[config.mk]
export PLATFORM = sky130hd
export DESIGN_NAME = cop_handshake_seq
export DESIGN_NICKNAME = d
export VERILOG_FILES = /design/src/rtl/cop_handshake_seq.sv
export SDC_FILE = /design/constraint.sdc
export NUM_CORES = 1
export LEC_CHECK = 0
export BUFFER_PORTS_ARGS = -buffer_cell sky130_fd_sc_hd__buf_2
export CAP_MARGIN = 0
export CORE_AREA = 4 4 118 120
export CTS_BUF_LIST = sky130_fd_sc_hd__clkbuf_8
export DETAILED_ROUTE_END_ITERATION = 10
export DIE_AREA = 0 0 122 124
export PLACE_DENSITY = 0.7
export SKIP_CTS_REPAIR_TIMING = 1
export SYNTH_ARGS = -nofsm -noshare
export SYNTH_HDL_FRONTEND = slang
export SYNTH_SLANG_ARGS = --single-unit
[constraint.sdc]
create_clock -name clk -period 2.1 [get_ports clk]
set_input_delay 0.105 -clock clk [delete_from_list [all_inputs] [get_ports clk]]
set_output_delay 0.105 -clock clk [all_outputs]
set_load 0.02 [all_outputs]
[src/rtl/cop_handshake_seq.sv]
`timescale 1ns/1ps
module cop_handshake_seq #(
  parameter int AW = 32,
  parameter int CPN = 16,
  parameter int ADDR_SPAN = 26,
  parameter int VEC_TOP = 32
) (
  input  logic              clk,
  input  logic              rst_n,
  input  logic              start,
  input  logic [2:0]        cp_op,
  input  logic [$clog2(CPN)-1:0] cp_num,
  input  logic [AW-1:0]     base_addr,
  input  logic              wb_bit,
  input  logic [AW-1:0]     core_data,
  input  logic [3:0]        flags,
  input  logic [CPN-1:0]    cp_allow,
  output logic [2:0]        cp_phase,
  input  logic              cp_busy,
  input  logic              cp_cant,
  input  logic              cp_inc,
  input  logic [AW-1:0]     cp_wdata,
  output logic [AW-1:0]     cp_rdata,
  output logic [AW-1:0]     mem_addr,
  output logic              mem_rd,
  output logic              mem_wr,
  output logic [AW-1:0]     mem_wdata,
  input  logic [AW-1:0]     mem_rdata,
  input  logic              rst_req_n,
  input  logic              fiq,
  input  logic              fiq_mask,
  input  logic              irq,
  input  logic              irq_mask,
  output logic              done,
  output logic              undef_exc,
  output logic              abort_exc,
  output logic              abandon,
  output logic [1:0]        int_src,
  output logic              wb_req,
  output logic [AW-1:0]     result
);
  localparam logic [AW-1:0] STEP = AW'(4);

  typedef enum logic [3:0] {
    S_IDLE, S_QUERY, S_WAIT, S_INTR, S_XFER, S_DATA,
    S_CCYC, S_ICYC, S_DONE, S_UNDEF, S_ABORT
  } st_t;

  st_t st, nxt;
  logic [2:0]    op_q;
  logic [AW-1:0] addr_q, res_q;
  logic          wb_q, again_q;
  logic [1:0]    src_q;

  wire ldst     = (op_q[2:1] == 2'b00);
  wire from_cp  = (op_q == 3'd3);
  wire to_cp    = (op_q == 3'd2);
  wire fiq_live = fiq & ~fiq_mask;
  wire irq_live = irq & ~irq_mask;
  wire int_pend = ~rst_req_n | fiq_live | irq_live;
  wire bad_st   = (|base_addr[AW-1:ADDR_SPAN]) || (base_addr < AW'(VEC_TOP));

  always_comb begin
    nxt = st;
    case (st)
      S_IDLE:
        if (start)
          nxt = !cp_allow[cp_num] ? S_UNDEF :
                (cp_op == 3'd1 && bad_st) ? S_ABORT : S_QUERY;
      S_QUERY:
        if (cp_busy)      nxt = S_WAIT;
        else if (cp_cant) nxt = ldst ? S_ABORT : S_UNDEF;
        else if (ldst)    nxt = S_XFER;
        else if (op_q[2]) nxt = S_DONE;
        else              nxt = S_CCYC;
      S_WAIT: nxt = int_pend ? S_INTR : S_QUERY;
      S_XFER: nxt = S_DATA;
      S_DATA: if (!cp_inc) nxt = S_DONE;
      S_CCYC: nxt = from_cp ? S_ICYC : S_DONE;
      S_ICYC: nxt = S_DONE;
      default: nxt = S_IDLE;
    endcase
  end

  always_ff @(posedge clk or negedge rst_n) begin
    if (!rst_n) begin
      st <= S_IDLE;
      op_q <= '0;
      addr_q <= '0;
      res_q <= '0;
      wb_q <= 1'b0;
      again_q <= 1'b0;
      src_q <= '0;
    end else begin
      st <= nxt;
      if (st == S_IDLE && start) begin
        op_q <= cp_op;
        addr_q <= base_addr;
        wb_q <= wb_bit;
        again_q <= 1'b0;
      end
      if (st == S_QUERY && cp_busy) again_q <= 1'b1;
      if (st == S_QUERY && !cp_busy && cp_cant && from_cp)
        res_q <= {flags, {(AW-4){1'b0}}};
      if (st == S_WAIT)
        src_q <= !rst_req_n ? 2'd1 : fiq_live ? 2'd2 : 2'd3;
      if (st == S_DATA && cp_inc) addr_q <= addr_q + STEP;
      if (st == S_CCYC && from_cp) res_q <= cp_wdata;
    end
  end

  assign cp_phase = (st == S_QUERY) ? (again_q ? 3'd2 : 3'd1) :
                    (st == S_INTR)  ? 3'd3 :
                    (st == S_XFER)  ? 3'd4 :
                    (st == S_DATA || st == S_CCYC) ? 3'd5 : 3'd0;
  assign mem_addr  = addr_q;
  assign mem_rd    = (st == S_DATA) && (op_q == 3'd0);
  assign mem_wr    = (st == S_DATA) && (op_q == 3'd1);
  assign mem_wdata = cp_wdata;
  assign cp_rdata  = mem_rd ? mem_rdata :
                     (st == S_CCYC && to_cp) ? core_data : '0;
  assign wb_req    = (st == S_XFER) && wb_q;
  assign done      = (st == S_DONE);
  assign undef_exc = (st == S_UNDEF);
  assign abort_exc = (st == S_ABORT);
  assign abandon   = (st == S_INTR);
  assign int_src   = abandon ? src_q : 2'd0;
  assign result    = res_q;

  AST_BUSY_IDLE: assert property (@(posedge clk) disable iff (!rst_n)
    (cp_phase inside {3'd1, 3'd2} && cp_busy) |=> (cp_phase == 3'd0));
  AST_INTR_ABANDON: assert property (@(posedge clk) disable iff (!rst_n)
    (cp_phase == 3'd3) |-> (abandon && int_src != 2'd0));
  AST_ADDR_STEP: assert property (@(posedge clk) disable iff (!rst_n)
    (cp_phase == 3'd5 && cp_inc && (mem_rd || mem_wr)) |=> (mem_addr == $past(mem_addr) + STEP));
  AST_WR_IN_DATA: assert property (@(posedge clk) disable iff (!rst_n)
    mem_wr |-> (cp_phase == 3'd5 && !mem_rd));
  AST_WB_IN_XFER: assert property (@(posedge clk) disable iff (!rst_n)
    wb_req |-> (cp_phase == 3'd4));
  AST_END_TO_IDLE: assert property (@(posedge clk) disable iff (!rst_n)
    (done || undef_exc || abort_exc || abandon) |=>
    (cp_phase == 3'd0 && !done && !undef_exc && !abort_exc && !abandon));
endmodule

==> impl_results.md <==
* Status: complete, but fails checks
* Failing checks: negative hold slack, negative setup slack
* Synth area leader: dfrtp_1
* Rel. slew slack at 63.7%
* Kind of critical path: flip-flop to output pin
* CTS Buffer Depth at 2
* Post-synth EDFFs at 0
* Synth area leaders: dfrtp_1 41%, a22o_1 12%, nand2_1 5.6%
* Maximum VDD drop at 0.554 mV
* Area of the multi-input gates at 0.00240 mm²
* Sw Share at 44.4%
* Max-cap viol count at 0
* R2R Setup Slk at 0.07 ns
* CTS Root Cell: clkbuf_8
* GPL Wtd Cong at 0.911
* Lkg Pwr at 3.72 nW
* Post-synthesis sequential area ratio at 40.5%
* Synth Cell Area at 0.00463 mm²
* Critical R2R Launch: st[3]$_DFFE_PN0P_
* Post-synthesis async set-or-reset flop share at 100%
* DRT Wirelength at 18500 µm
* Reg-to-reg endpoint: result[16]$_DFFE_PN0P_
* Min-Delay Path Class: input port to flip-flop
* Crit path cell chain: nand2b_4 -> or2_4 -> nor4b_4 -> buf_4 -> clkbuf_16 -> a22o_1 -> buf_6
* Die height at 124 µm
* WL/cell at 18.2 µm
* Num rows at 42
* Clock latency on the worst-skew pair at 0.35 ns
* Ant diodes at 0
* Vias at 5481
* Clk pwr share at 14.2%
* DRC at 0
* Clk sinks at 75
* Final hold violations at 4
* CTS tree: done
* Util after Layout at 55.7%
* Final Max Tran Viols at 0
* Depth of the most critical reg-to-reg path at 7
* Pint at 0.00372 W
* Total gr overflow at 0
* Min Tclk post-route at 2.30 ns
* Req. time, crit path at 2.00 ns
* Comb power frac at 48.2%
* Fmax at 436 MHz
* Worst Setup Start Kind: flip-flop
* CTS Buf Count at 9
* Post-DR vias/cell at 5.42
* Buffers on Ports at 306
* Yosys cell types at 60
* Largest stage delay, worst path at 0.45 ns
* Register Area at 0.00188 mm²
* Setup violators final at 32
* CTS H-tree depth at 3
* Ports at 307
* Layout fillers at 1183
* Slowest CP cell: dfrtp_2
* Syn_nets at 668
* WP data arrival at 2.19 ns
* Worst-Margin Slew at 0.544 ns
* Mapped Cells at 500
* Die area at 0.0151 mm²
* P per Cell Area at 924 mW/mm²
* Clock Pin Slew Worst Setup and Hold Paths at 0.07 ns
* P_sw at 0.00297 W
* Synth warn at 0
* Post-DRT Antenna Nets at 0
* Ys flop type: dfrtp_1
* Synth top area share at 40.5%
* Final WS setup at -0.196 ns
* Final worst path period share at 109%
* Vias in the first global route at 4635
* CORE AREA at 0.0130 mm²
* First-pass GRT wire length at 24300 µm
* Initial antenna violation count at 0
* Reg power frac at 37.5%
* Crit path to: cp_rdata[16]
* HPWL after detailed placement at 13200 µm
* Post-Syn Area per Cell at 9.26 µm²
* CP startpoint: st[0]$_DFFE_PN0P_
* Initial core utilization at 35.7%
* RSZ-0062 raised after global routing: true
* Top post-synthesis cells by count: 75 x dfrtp_1, 69 x nand2_1, 62 x a22o_1
* Detailed Route Iter0 Violations at 333
* Layout cell share with drive strength beyond 1 at 46.1%
* Die width at 122 µm
* Layout Nets at 1000
* GRT Util Overall at 20.6%
* Initial DRT Pass Iterations at 5
* Maximum fanout along the worst path at 8
* Area Overhead vs Synth at 56.2%
* Fin Setup TNS at -4.43 ns
* Cell with the most instances after synthesis: dfrtp_1
* Pin count of the biggest net entering global routing at 43
* Fin Hold WS at -0.00703 ns
* Critical Path End Type: output pin
* Max Clock Skew at 0.00813 ns
* Flop and latch count out of synthesis at 75
-- cells by family (layout without fill, tap and decap cells) --
family,Yosys count,count (layout),synth area share [%]
and+or+nand+nor,191,191,21.2
AOI/OAI and AO/OA,154,154,25.5
DFF,75,75,40.5
buffers and inverters,69,405,9.24
muxes,9,9,3.05
adders and majority gates,1,1,0.270
xor gates and xnor gates,1,1,0.189
-- state kept, by name, summed over array words and instances (netlist names) --
register / flops
src_q: 2
wb_q: 1
again_q: 1
result: 32
mem_addr: 32
st: 4
op_q: 3
-- routing by layer --
layer | up-vias | part of all wire, % | global-route usage [%]
met5 | - | 0 | 0
met2 | 287 | 48 | 31.8
met4 | 0 | 1.4 | 5.60
li1 | 2556 | - | -
met1 | 2614 | 41 | 30.0
met3 | 24 | 9.0 | 3.41
-- power by group through the flow --
| stage | clock, W | sequential [W] | combinational [W] |
|---|---|---|---|
| 2_1_floorplan | 0 | 0.00285 | 0.00143 |
| 3_3_place_gp | 0 | 0.00251 | 0.00305 |
| 5_1_grt | 0.00105 | 0.00260 | 0.00352 |
| 4_1_cts | 0.00101 | 0.00249 | 0.00310 |
| 6_report | 0.000950 | 0.00251 | 0.00322 |
| 3_5_place_dp | 0 | 0.00251 | 0.00309 |
-- layout by cell type, fill, tap and decap left out, types with 5 or more instances in the layout --
cell and instances:
buf_6 31, dfrtp_1 72, o21ai_0 25, inv_1 8, a22o_1 57, nand2_1 69
nor4_1 6, a21oi_1 9, clkbuf_8 10, nand4_1 9, buf_4 30, nor2_1 26
and3_1 9, dlygate4sd3_1 40, o211ai_1 6, nand3_1 26, a22o_4 5, buf_12 7
nor3_1 9, o311ai_0 13, a31oi_1 11, buf_2 273
-- stage by stage --
stage                     total power, W  hold slack [ns]  cells  setup WS [ns]  area, µm²
after floorplan                  0.00428           -0.191    500         0.0777       4630
after global placement           0.00556            0.136    948          0.126       6290
after detailed placement         0.00560            0.132    948          0.112       6290
after CTS                        0.00659           -0.272    963         -0.287       6450
after global routing             0.00717         -0.00208   1012         -0.260       7230
final                            0.00668         -0.00703   1012         -0.196       7230
-- how the worst min path moves through the flow --
stage,depth (start not counted),from,end,slack (ns)
finish,3,base_addr[14],mem_addr[14]$_DFFE_PN0P_,-0.007
detailed placement,1,rst_n,mem_addr[1]$_DFFE_PN0P_,0.13
CTS,1,rst_n,mem_addr[1]$_DFFE_PN0P_,-0.27
floorplan,0,rst_n,again_q$_DFFE_PN0P_,-0.19
global route,2,cp_wdata[5],result[5]$_DFFE_PN0P_,-0.002
global placement,1,rst_n,mem_addr[1]$_DFFE_PN0P_,0.14
-- worst max-delay path: cells and delay by family (launching register included) --
family	cells	cell delay [ns]
flip-flops	1	0.45
AO/OA/AOI/OAI	1	0.18
buffers and inverters	3	0.50
AND/OR/NAND/NOR	3	0.72
-- final cells by class --
| type | count | share of cell area [%] |
|---|---|---|
| sequential | 75 | 26.0 |
| tap | 176 | 3.05 |
| clock buffer | 10 | 1.90 |
| clock inverter | 5 | 0.311 |
| multi-input combinational | 356 | 33.2 |
| inverter | 6 | 0.311 |
| timing repair buffer | 384 | 35.2 |
(Power assumes the default switching activity.)
